$ cat src/rtl/cfg_serial_pkg.sv
package cfg_serial_pkg;
   typedef struct packed {
      logic data;
      logic sclk;
      logic strobe;
   } ser_pins_t;

   localparam ser_pins_t PINS_RESET = '{data: 1'b0, sclk: 1'b0, strobe: 1'b1};
endpackage

$ cat src/rtl/cfg_serial_sync.sv
module cfg_serial_sync
   import cfg_serial_pkg::*;
#(
   parameter int unsigned STAGES = 2
) (
   input  logic      clk,
   input  logic      rst,
   input  ser_pins_t pins_raw,
   output ser_pins_t pins_sync
);
   if (STAGES < 2) begin : g_bad_stages
      $error("cfg_serial_sync: STAGES must be at least 2");
   end

   ser_pins_t chain [STAGES];

   for (genvar i = 0; i < STAGES; i++) begin : g_stage
      always_ff @(posedge clk) begin
         if (rst) begin
            chain[i] <= PINS_RESET;
         end else if (i == 0) begin
            chain[i] <= pins_raw;
         end else begin
            chain[i] <= chain[(i == 0) ? 0 : i - 1];
         end
      end
   end

   assign pins_sync = chain[STAGES-1];
endmodule

$ cat src/rtl/cfg_serial_shift.sv
module cfg_serial_shift #(
   parameter int unsigned     W       = 160,
   parameter logic [W-1:0]    DEFAULT = '0
) (
   input  logic         clk,
   input  logic         rst,
   input  logic         sclk_s,
   input  logic         data_s,
   output logic [W-1:0] shreg
);
   if (W < 2) begin : g_bad_width
      $error("cfg_serial_shift: W must be at least 2");
   end

   logic sclk_prev;
   logic sclk_rise;

   assign sclk_rise = sclk_s & ~sclk_prev;

   always_ff @(posedge clk) begin
      if (rst) begin
         sclk_prev <= 1'b0;
         shreg     <= DEFAULT;
      end else begin
         sclk_prev <= sclk_s;
         if (sclk_rise) begin
            shreg <= {shreg[W-2:0], data_s};
         end
      end
   end

   // no shift without a fresh serial clock edge
   assert_hold_no_edge_R7: assert property (@(posedge clk) disable iff (rst)
      !sclk_rise |=> $stable(shreg));
   // a held-high serial clock gives at most one edge
   assert_single_edge_R7: assert property (@(posedge clk) disable iff (rst)
      sclk_rise |=> !sclk_rise);
endmodule

$ cat src/rtl/cfg_serial_latch_stage.sv
module cfg_serial_latch_stage #(
   parameter int unsigned  W       = 160,
   parameter logic [W-1:0] DEFAULT = '0
) (
   input  logic         clk,
   input  logic         rst,
   input  logic         load,
   input  logic [W-1:0] shreg,
   output logic [W-1:0] active,
   output logic         changed
);
   logic [W-1:0] active_nxt;

   always_comb begin
      active_nxt = load ? shreg : active;
   end

   always_ff @(posedge clk) begin
      if (rst) begin
         active  <= DEFAULT;
         changed <= 1'b0;
      end else begin
         active  <= active_nxt;
         changed <= (active_nxt != active);
      end
   end

   assert_hold_strobe_low_R3: assert property (@(posedge clk) disable iff (rst)
      !load |=> $stable(active));
   assert_follow_strobe_high_R4: assert property (@(posedge clk) disable iff (rst)
      load |=> (active == $past(shreg)));
   assert_pulse_means_change_R6: assert property (@(posedge clk) disable iff (rst)
      changed |-> (active != $past(active)));
   assert_change_gives_pulse_R6: assert property (@(posedge clk) disable iff (rst)
      (active != $past(active)) |-> changed);
endmodule

$ cat src/rtl/cfg_serial_latch.sv
module cfg_serial_latch
   import cfg_serial_pkg::*;
#(
   parameter int unsigned       CFG_W        = 160,
   parameter int unsigned       SYNC_STAGES  = 2,
   parameter logic [CFG_W-1:0]  DEFAULT_WORD = {(CFG_W/8){8'hC3}}
) (
   input  logic             clk,
   input  logic             rst,
   input  logic             ser_data,
   input  logic             ser_clk,
   input  logic             ser_strobe,
   output logic [CFG_W-1:0] cfg_active,
   output logic             cfg_changed
);
   ser_pins_t        pins_raw;
   ser_pins_t        pins_sync;
   logic [CFG_W-1:0] shreg;

   assign pins_raw = '{data: ser_data, sclk: ser_clk, strobe: ser_strobe};

   cfg_serial_sync #(.STAGES(SYNC_STAGES)) u_sync (
      .clk      (clk),
      .rst      (rst),
      .pins_raw (pins_raw),
      .pins_sync(pins_sync)
   );

   cfg_serial_shift #(.W(CFG_W), .DEFAULT(DEFAULT_WORD)) u_shift (
      .clk   (clk),
      .rst   (rst),
      .sclk_s(pins_sync.sclk),
      .data_s(pins_sync.data),
      .shreg (shreg)
   );

   cfg_serial_latch_stage #(.W(CFG_W), .DEFAULT(DEFAULT_WORD)) u_latch (
      .clk    (clk),
      .rst    (rst),
      .load   (pins_sync.strobe),
      .shreg  (shreg),
      .active (cfg_active),
      .changed(cfg_changed)
   );

   // reset leaves the default word in place
   assert_reset_default_R1: assert property (@(posedge clk)
      rst |=> (cfg_active == DEFAULT_WORD) && !cfg_changed);
endmodule

$ cat config.mk
export PLATFORM = sky130hd
export DESIGN_NAME = cfg_serial_latch
export DESIGN_NICKNAME = d
export VERILOG_FILES = /design/src/rtl/cfg_serial_pkg.sv /design/src/rtl/cfg_serial_sync.sv /design/src/rtl/cfg_serial_shift.sv /design/src/rtl/cfg_serial_latch_stage.sv /design/src/rtl/cfg_serial_latch.sv
export SDC_FILE = /design/constraint.sdc
export NUM_CORES = 1
export LEC_CHECK = 0
export ABC_AREA = 1
export BUFFER_PORTS_ARGS = -buffer_cell sky130_fd_sc_hd__buf_4
export CORE_MARGIN = 2
export CORE_UTILIZATION = 38
export CTS_CLUSTER_DIAMETER = 120
export CTS_CLUSTER_SIZE = 25
export DETAILED_ROUTE_END_ITERATION = 8
export HOLD_SLACK_MARGIN = 0.03
export PLACE_DENSITY = 0.57
export SLEW_MARGIN = 30
export SYNTH_ARGS = -nofsm -noshare
export SYNTH_HDL_FRONTEND = slang
export SYNTH_SLANG_ARGS = --single-unit
$ cat constraint.sdc
create_clock -name clk -period 2.2 [get_ports clk]
set_input_delay 0.11 -clock clk [delete_from_list [all_inputs] [get_ports clk]]
set_output_delay 0.11 -clock clk [all_outputs]
set_load 0.03 [all_outputs]
==> reports/results.ini, run 1 <==
[sta]
report.final.hold_viol_count=0
fin_crit_sh_pct=91.26
worst_slew_pin_slew_ns=0.8284
setup_viol=0
maxSlewHeadroom_pct=44.77
fin_skew_ns=0.02907
fmax_mhz=498.1
slew_violations=0
finalCriticalPeriod_ns=2.008
rsz0062_at_grt=no

[flow_run]
cap_violations=0

[logic_synthesis]
ys_seq_elements=328
seq_area_frac_synth_pct=44.22
synth_cell_type_count=22
yosys_warnings=0
synth_area_mm2=0.01485
syn_inst=1993
synth_fp_nets=1998
syn_area_per_cell_um2=7.451

[worst_setup_path]
r2r_slack_ns=0.19
crit_required_ns=2.60
critPathMaxFanout=53
reg2reg_from=u_sync.chain[1][0]
arrival_ns=2.40
r2r.worst_path.cells=13
reg2reg_to=u_latch.changed
start_kind=flip-flop
worstSetupPathType=flip-flop to flip-flop
critPathCaptureType=flip-flop

[clocking]
cts_tree=yes
cts_buffer_depth=3
htreeDepth=1
clkTransAtPathRegs_ns=0.10
cts_num_sinks=328
cts_buffers=17
cts_root_buf=clkbuf_16
clkLatencyLatePin_ns=0.52

[placed_design]
gp_congestion=0.7712
io_buffers=165
place_inst=2571
hpwl_mm=24.61

[pwr]
leakage_uw=0.008435
irDropWorstVdd_mv=0.4639
power_density_mw_per_mm2=699.6
p_total_uw=11840

[cells_and_area]
area_growth_pct=13.98
layout_common_cells=358 x nand2_1, 327 x dfxtp_1, 253 x inv_1
drive_gt1_share_pct=11.93
final_cell_count_no_fill=2597
diodes=0
seq_area_mm2=0.006570
final_nets=2084
final_common_cell=nand2_1
nFillCells=3902
multi_input_area_mm2=0.006528

[global_route]
grt_max_degree=153
busiest_layer=met2
gr-usage-met3_pct=2.154
track_usage_pct=17.96
antenna_found_initial=0
grtUsageMet1_pct=25.55
grt_pass1_vias=11830
grt_pass1_wl_mm=61.31
grt.overflow.total=0
met2_usage_pct=29.63

[routing]
via_per_inst=4.990
vias=12960
routedWlPerCell_um=14.39
first_iter_violations=811
dr.pass1.iters=5
routed_wl_mm=37.37
drc=0
antenna_left=0

[min_path]
hold_path_class=primary input to flip-flop
hp-start=ser_strobe
hold_path_depth=3
whs_endpoint=u_sync.chain[0][0]

[floorplan]
dieHeight_um=201.7
die_width_um=201.7
rows=72
io_pins=166
initial_core_util_pct=38.42
fp.coreArea_mm2=0.03865
die-area_mm2=0.04067

[outcome]
status=complete, no violations

[logic make-up after synthesis]
kind of cell           count (synthesis)  share of synthesized area (%)
buffers and inverters                394                          11.89
AND/OR/NAND/NOR                      835                          25.21
AO/OA/AOI/OAI                        436                          18.68
flip-flops                           328                          44.22
[stage by stage]
| step | cell area (um^2) | setup TNS (ns) | worst slack, ns | hold WS, ns | utilization (%) |
|---|---|---|---|---|---|
| 2_1_floorplan | 14850 | 0 | 0.7098 | 0.2138 | - |
| 4_1_cts | 16910 | 0 | 0.06703 | 0.2917 | 43.76 |
| 3_5_place_dp | 16360 | -0.01504 | -0.01504 | 0.3008 | 42.33 |
| 6_report | 16930 | 0 | 0.1924 | 0.3254 | 43.79 |
| 5_1_grt | 16930 | 0 | 0.004178 | 0.3113 | 43.79 |
| 3_3_place_gp | 16360 | -0.01805 | -0.01805 | 0.2956 | 42.33 |
[where the power goes]
| group | internal [uW] | switching, uW |
|---|---|---|
| clock network | 1430 | 2000 |
| logic | 683 | 1200 |
| registers | 6230 | 285 |
[cells in the mapped netlist, drive strengths merged]
library cell  instances  area share, %
o21ai               105            3.5
nand2               360            9.1
or2                   2          0.084
a211oi               76            3.8
inv                 255            6.4
dfxtp               328             44
nor2                180            4.6
o211ai              156            7.9
nand3b               62            3.1
nand3               231            8.3
a21oi                99            3.4
buf                  65            3.6
clkbuf               74            1.9
[registers in the layout, indices dropped and copies added, names as in the netlist]
name               flops
u_shift.shreg        160
u_shift.sclk_prev      1
u_latch.changed        1
u_sync.chain           6
u_latch.active       160
[worst max path at each step]
stage	slack, ns	cells past startpoint	endpoint	start
after floorplan	0.71	13	u_latch.changed	u_sync.chain[1][0]
after global placement	-0.02	11	u_latch.changed	u_sync.chain[1][0]
after detailed placement	-0.02	11	u_latch.changed	u_sync.chain[1][0]
after CTS	0.07	12	u_latch.changed	u_sync.chain[1][0]
after global routing	0.004	13	u_latch.changed	u_sync.chain[1][0]
final	0.19	13	u_latch.changed	u_sync.chain[1][0]
[layout make-up]
type / instances / share of cell area (%)
Clock buffer: 18 / 2.536
Clock inverter: 1 / 0.1774
Inverter: 255 / 5.700
Multi-Input combinational cell: 1271 / 38.57
Sequential cell: 328 / 38.82
Tap cell: 518 / 3.829
Timing Repair Buffer: 206 / 10.37
[what timing repair did]
| item | 4_1_cts | 5_1_grt |
|---|---|---|
| resized for setup | 2 | 2 |
| buffers inserted | 1 | 1 |
| setup endpoints to repair | 1 | 1 |
| cloned | 1 | 0 |
| endpoints found under the hold margin | 4 | 0 |
| hold buffers | 4 | 0 |
[critical path, cell delays in order, from the launching register on]
cell and delay, ns:
dfxtp_4 0.45, buf_12 0.21, buf_4 0.19, nand3_1 0.08, nand2_1 0.06, nor2_1 0.11
nand2_1 0.05, nor2_1 0.15, nand2_1 0.15, nor2_1 0.12, buf_4 0.10, nand3_1 0.05
nor2_1 0.09, nor2_1 0.04
[layer usage]
metal  up-vias  wire (um)  part of all wire (%)
met5         -          0                     0
met4         0        459                   1.2
met3        27       1395                   3.7
met2       172      16960                    45
met1      5964      18550                    50
li1       6795          -                     -
Note: power is estimated with default switching activity, not from simulation.
==> inputs of run 2 (changes only) <==
Settings changed: ABC_AREA 1 to 0.
==> run 2 against run 1 <==
Against the previous run:
- via count fell by 12%
- final cell count fell by 18%
- combinational power fell by 33%
- count of clock-buffer cells in the layout did not move
- fmax fell by 5.9%
- synthesized area fell by 11%
- sequential cell count did not move
- global-route usage rose by 8.5 points
- largest cell class unchanged
==> reports/results.ini, run 2 <==
[outcome]
status=complete, no violations

[logic_synthesis]
ys_seq_elements=328  ; unchanged
yosys_warnings=0  ; unchanged
syn_inst=1526  ; -23%
yosysTopAreaCell=dfxtp_1
synth_cell_type_count=41  ; +86%
synth_most_common_cell=nand2_1
async_flop_share_pct=0  ; unchanged
synth-edff-count=0  ; unchanged
synthTopCellsByArea=dfxtp_1 50%, mux2i_1 10%, nand2_1 9.9%
synth_fp_nets=1531  ; -23%
ys.flop_type=dfxtp_1
seq_area_frac_synth_pct=49.72  ; +5.5 points
synthDominantCellAreaShare_pct=49.72  ; +5.5 points
synthTopCellsByCount=350 x nand2_1, 328 x dfxtp_1, 138 x mux2i_1
synth_area_mm2=0.01321  ; -11%
syn_area_per_cell_um2=8.655  ; +16%

[sta]
fin_ws_ns=0.06680  ; -0.1256 ns
rsz0062_at_grt=no
tns_ns=0  ; unchanged
fin_skew_ns=0.02961  ; +0.0005336 ns
fmax_mhz=468.8  ; -5.9%
finalCriticalPeriod_ns=2.133  ; +0.1256 ns
hold-worst-slack_ns=0.3071  ; -0.01829 ns
slew_violations=0  ; unchanged
maxSlewHeadroom_pct=59.55  ; +15 points
worst_slew_pin_slew_ns=0.6067  ; -0.2217 ns
setup_viol=0  ; unchanged
report.final.hold_viol_count=0  ; unchanged
fin_crit_sh_pct=96.96  ; +5.7 points

[routing]
met3_length_mm=3.196  ; +130%
routedWlPerCell_um=23.02  ; +60%
antenna_left=0  ; unchanged
vias=11340  ; -12%
routed_wl_mm=48.88  ; +31%
first_iter_violations=1305  ; +61%
wl_met2_mm=21.39  ; +26%
drc=0  ; unchanged
via_per_inst=5.342  ; +7.1%
maxUsedRoutingLayer=met4
drt-met1-wl_mm=22.81  ; +23%
dr.pass1.iters=6  ; +1

[cells_and_area]
reg.largest.list=u_latch.active x160, u_shift.shreg x160, u_sync.chain x6
nFillCells=3432  ; -12%
post-route-util_pct=45.52  ; +1.7 points
drive_gt1_share_pct=15.17  ; +3.2 points
diodes=0  ; unchanged
finalInstanceArea_mm2=0.01565  ; -7.6%
final_common_cell=nand2_1
final_nets=1673  ; -20%
area_growth_pct=18.46
layout_common_cells=350 x nand2_1, 327 x dfxtp_1, 203 x buf_4

[global_route]
grt.overflow.total=0  ; unchanged
track_usage_pct=26.46  ; +8.5 points
grt_max_degree=114  ; -25%
grt_pass1_wl_mm=70.73  ; +15%
antenna_found_initial=0  ; unchanged
grt_pass1_vias=10480  ; -11%

[floorplan]
fp.coreArea_mm2=0.03437  ; -11%
die-area_mm2=0.03626  ; -11%
io_pins=166  ; unchanged
rows=68  ; -5.6%
dieHeight_um=190.4  ; -5.6%
die_width_um=190.4  ; -5.6%
initial_core_util_pct=38.42  ; about the same

[clocking]
cts_num_sinks=328  ; unchanged
cts_root_buf=clkbuf_16
cts_buffers=17  ; unchanged
htreeDepth=1  ; unchanged
clkLatencyLatePin_ns=0.53  ; about the same
clkTransAtPathRegs_ns=0.10  ; about the same
cts_buffer_depth=3  ; unchanged
cts_tree=yes

[placed_design]
placed_area_mm2=0.01513  ; -7.5%
hpwl_mm=35.95  ; +46%
dp_slack_ns=0.01944  ; +0.03448 ns
io_buffers=165  ; unchanged
gp_congestion=0.9936  ; +29%

[flow_run]
cap_violations=0  ; unchanged

[pwr]
irDropWorstVdd_mv=0.4702  ; +1.3%
power_density_mw_per_mm2=704.3  ; +0.67%
leakage_uw=0.007342  ; -13%

[worst_setup_path]
critPathMaxFanout=4  ; -92%
worstSetupPathType=flip-flop to flip-flop
start_kind=flip-flop
arrival_ns=2.54  ; +0.14 ns
crit_required_ns=2.60  ; about the same
critPathCaptureType=flip-flop

[min_path]
hold_path_class=primary input to flip-flop

-- run 2: final timing paths --
check	slack, ns	from	depth (start not counted)	endpoint
max reg2reg	0.07	u_shift.shreg[142]	7	u_latch.changed
min	0.31	ser_strobe	3	u_sync.chain[0][0]
min reg2reg	0.42	u_sync.chain[0][2]	1	u_sync.chain[1][2]
max	0.07	u_shift.shreg[142]	7	u_latch.changed
-- run 2: metrics by stage --
| step | std cells | power [uW] |
|---|---|---|
| finish | 2123 | 11020 |
| global route | 2123 | 11390 |
| CTS | 2123 | 11050 |
| detailed placement | 2100 | 7660 |
| global placement | 2100 | 7654 |
| floorplan | 1526 | 7126 |
-- run 2: cells by family (layout without fill, tap and decap cells) --
logic type	count (synthesis)	after routing	synth area share [%]
AO/OA/AOI/OAI	228	228	11.53
XOR/XNOR	65	65	4.310
buffers and inverters	184	326	5.352
flip-flops	328	328	49.72
multiplexers	138	138	10.46
AND/OR/NAND/NOR	583	583	18.63
-- run 2: worst max-delay path: stages, from the launching register on --
cell and delay (ns):
dfxtp_1 0.37, xnor2_1 0.38, nand4_1 0.18, nor4_2 0.37, buf_4 0.17, nand4_1 0.10, nor4_2 0.32, a41oi_1 0.14
-- run 2: per-layer routing --
metal,global-route usage [%],up-vias
li1,-,5374
met1,38.61,5473
met3,3.312,60
met5,0,-
met4,7.156,0
met2,41.08,434
-- run 2: area by class of cell --
cell class                      instances  area [um^2]  share of cell area (%)
Inverter                               91        344.1                   2.199
Multi-Input combinational cell       1014         5968                   38.14
Tap cell                              455        569.3                   3.639
Timing Repair Buffer                  216         1735                   11.09
Clock inverter                          1        30.03                  0.1919
Sequential cell                       328         6570                   41.99
Clock buffer                           18        429.2                   2.743
-- run 2: power by group --
group / internal, uW / leakage, uW / switching (uW) / total (uW)
combinational: 464 / 0.00445 / 797 / 1260
sequential: 6100 / 0.00267 / 201 / 6300
clock: 1430 / 0.000222 / 2030 / 3460
total: 7990 / 0.00734 / 3030 / 11000
-- run 2: timing repair --
item | in CTS | in global routing
setup buffers | 0 | 0
gates resized for setup | 0 | 5
setup endpoints to repair | 0 | 1
hold endpoints to repair | 30 | 0
hold buffers | 4 | 0
==> inputs of run 3 (changes only) <==
Settings changed: SYNTH_HIERARCHICAL set to 1.
==> run 3 against run 2 <==
Against the previous run:
- register-to-register slack better by 0.03 ns
- final cell count is 3.6% lower
- critical path depth down 1
- synthesized cell count decreased by 7.3%
- highest routed layer unchanged
==> reports/results.ini, run 3 <==
[pwr]
irDropWorstVdd_mv=0.3957  ; -16%
leakage_uw=0.007415  ; +0.98%
power_density_mw_per_mm2=651.3  ; -7.5%
p_total_uw=10670  ; -3.1%

[floorplan]
dieHeight_um=195.6  ; +2.7%
initial_core_util_pct=38.39  ; -0.039 points
die_width_um=195.6  ; +2.7%
fp.coreArea_mm2=0.03635  ; +5.7%
rows=70  ; +2.9%
die-area_mm2=0.03827  ; +5.5%
io_pins=166  ; unchanged

[sta]
finalCriticalPeriod_ns=2.103  ; -0.03009 ns
rsz0062_at_grt=no
tns_ns=0  ; unchanged
slew_violations=0  ; unchanged
fin_skew_ns=0.03111  ; +0.001503 ns
report.final.hold_viol_count=0  ; unchanged
worst_slew_pin_slew_ns=0.6996  ; +0.09292 ns
maxSlewHeadroom_pct=52.15  ; -7.4 points
fmax_mhz=475.5  ; +1.4%
setup_viol=0  ; unchanged
fin_crit_sh_pct=95.60  ; -1.4 points

[worst_setup_path]
arrival_ns=2.50  ; -0.04 ns
max_stage_delay_ns=0.45  ; +0.07 ns
critPathSlowestCell=a2111o_1
critPathCaptureType=flip-flop
crit_required_ns=2.60  ; about the same
start_kind=flip-flop
worstSetupPathType=flip-flop to flip-flop
crit_chain=nor2b_1 > a2111o_1 > a2111oi_2 > nand4_1 > nor3_1 > a311oi_1
critPathMaxFanout=4  ; unchanged

[routing]
antenna_left=0  ; unchanged
dr.pass1.iters=6  ; unchanged
first_iter_violations=992  ; -24%
routedWlPerCell_um=24.65  ; +7.1%
vias=10880  ; -4.1%
via_per_inst=5.314  ; -0.52%
drc=0  ; unchanged
routed_wl_mm=50.47  ; +3.2%

[global_route]
grt_pass1_wl_mm=71.63  ; +1.3%
grt.overflow.total=0  ; unchanged
track_usage_pct=25.70  ; -0.76 points
grt_max_degree=108  ; -5.3%
grt_pass1_vias=10120  ; -3.5%
antenna_found_initial=2  ; +2

[logic_synthesis]
synth_cell_type_count=40  ; -2.4%
synthDominantCellAreaShare_pct=47.06  ; -2.7 points
seq_area_frac_synth_pct=47.06  ; -2.7 points
synthTopCellsByCount=328 x dfxtp_1, 276 x mux2i_1, 185 x nor2_1
yosys_warnings=6  ; +6
synth_area_mm2=0.01395  ; +5.6%
synthTopCellsByArea=dfxtp_1 47%, mux2i_1 20%, nor2_1 5.0%
syn_area_per_cell_um2=9.860  ; +14%
ys.flop_type=dfxtp_1
yosysTopAreaCell=dfxtp_1
synth-edff-count=0  ; unchanged
synth_most_common_cell=dfxtp_1
syn_inst=1415  ; -7.3%
ys_seq_elements=328  ; unchanged
async_flop_share_pct=0  ; unchanged
synth_fp_nets=1420  ; -7.3%

[placed_design]
place_inst=2021  ; -3.8%
io_buffers=165  ; unchanged
placed_area_mm2=0.01584  ; +4.7%
gp_congestion=1.009  ; +1.5%
hpwl_mm=38.25  ; +6.4%

[clocking]
htreeDepth=1  ; unchanged
cts_buffers=17  ; unchanged
cts_buffer_depth=3  ; unchanged
cts_root_buf=clkbuf_16
cts_tree=yes
cts_num_sinks=328  ; unchanged
clkTransAtPathRegs_ns=0.10  ; about the same
clkLatencyLatePin_ns=0.53  ; about the same

[cells_and_area]
drive_gt1_share_pct=15.79  ; +0.62 points
reg.largest.list=u_latch/active x160, u_shift/shreg x160, u_sync/chain x6
final_nets=1581  ; -5.5%
final_common_cell=dfxtp_1
area_growth_pct=17.46
finalInstanceArea_mm2=0.01639  ; +4.7%
layout_common_cells=327 x dfxtp_1, 276 x mux2i_1, 209 x buf_4
final_cell_count_no_fill=2047  ; -3.6%

[flow_run]
cap_violations=0  ; unchanged

[min_path]
hold_path_class=primary input to flip-flop

[outcome]
status=complete, no violations

## run 3: cell count changes after synthesis, moves of 15 or more
cell	delta
nand4bb_1	+20
o211ai_1	-23
nand2_1	-270
nand3_1	-42
buf_2	+15
nand2b_1	+72
o21ai_1	+20
a21oi_1	-83
mux2i_1	+138
clkbuf_1	-38
nor2_1	+79
## run 3: metal layers
layer	global-route usage [%]	vias to the layer above	wire [um]	part of all wire, %
li1	-	5135	-	-
met1	36.55	5281	23250	46
met2	38.58	389	21730	43
met3	4.767	73	3497	6.9
met4	9.782	0	1991	3.9
met5	0	-	0	0
## run 3: path summary, 6_finish.rpt
path,startpoint,to,slack [ns],cells past startpoint
setup / recovery,u_latch/active[155],u_latch/changed,0.1,6
hold / removal,ser_strobe,u_sync/chain[0][0],0.32,3
setup reg to reg,u_latch/active[155],u_latch/changed,0.1,6
hold reg to reg,u_sync/chain[0][0],u_sync/chain[1][0],0.42,1
## run 3: kinds of logic (layout without fill, tap and decap cells)
logic type,count (synthesis),in the layout,share of synthesized area (%)
xor+xnor,65,65,4.080
compound gates,131,131,7.138
simple gates,445,445,16.01
mux,276,276,19.80
other cells,0,2,0
flops,328,328,47.06
buf+inv,170,332,5.910
## run 3: power by group
group	leakage (uW)	switching (uW)	internal, uW
combinational	0.00453	622	402
sequential	0.00266	120	6040
clock	0.000227	2050	1440
total	0.00741	2790	7880
## run 3: final cells by class
cell class              count  area [um^2]
diodes                      2        5.005
inverters                  88        330.3
well taps                 468        585.6
flip-flops and latches    328         6570
multi-input cells         917         6606
clock buffers              18        429.2
clock inverters             2        38.79
fillers                  3535        19960
repair buffers            224         1823
## run 3: timing repair
item	CTS	global route
setup buffers	0	0
endpoints found under the setup margin	1	1
hold buffers	4	0
pin swaps	0	0
endpoints found under the hold margin	14	0
gates resized for setup	3	2
## run 3: through the flow
stage               hold slack (ns)  setup slack, ns  utilization, %
floorplan                    0.1816           0.4048               -
CTS                          0.2953          0.07067           45.03
global placement             0.2962          -0.3113           43.57
detailed placement           0.3008          -0.3246           43.57
global route                 0.3368          0.03084           45.07
finish                       0.3159          0.09688           45.09
## run 3: worst max-delay path, delay by kind of cell, from the launching register on
| family | cells | cell delay (ns) |
|---|---|---|
| AND/OR/NAND/NOR | 3 | 0.66 |
| flip-flops | 1 | 0.35 |
| AO/OA/AOI/OAI | 3 | 0.98 |
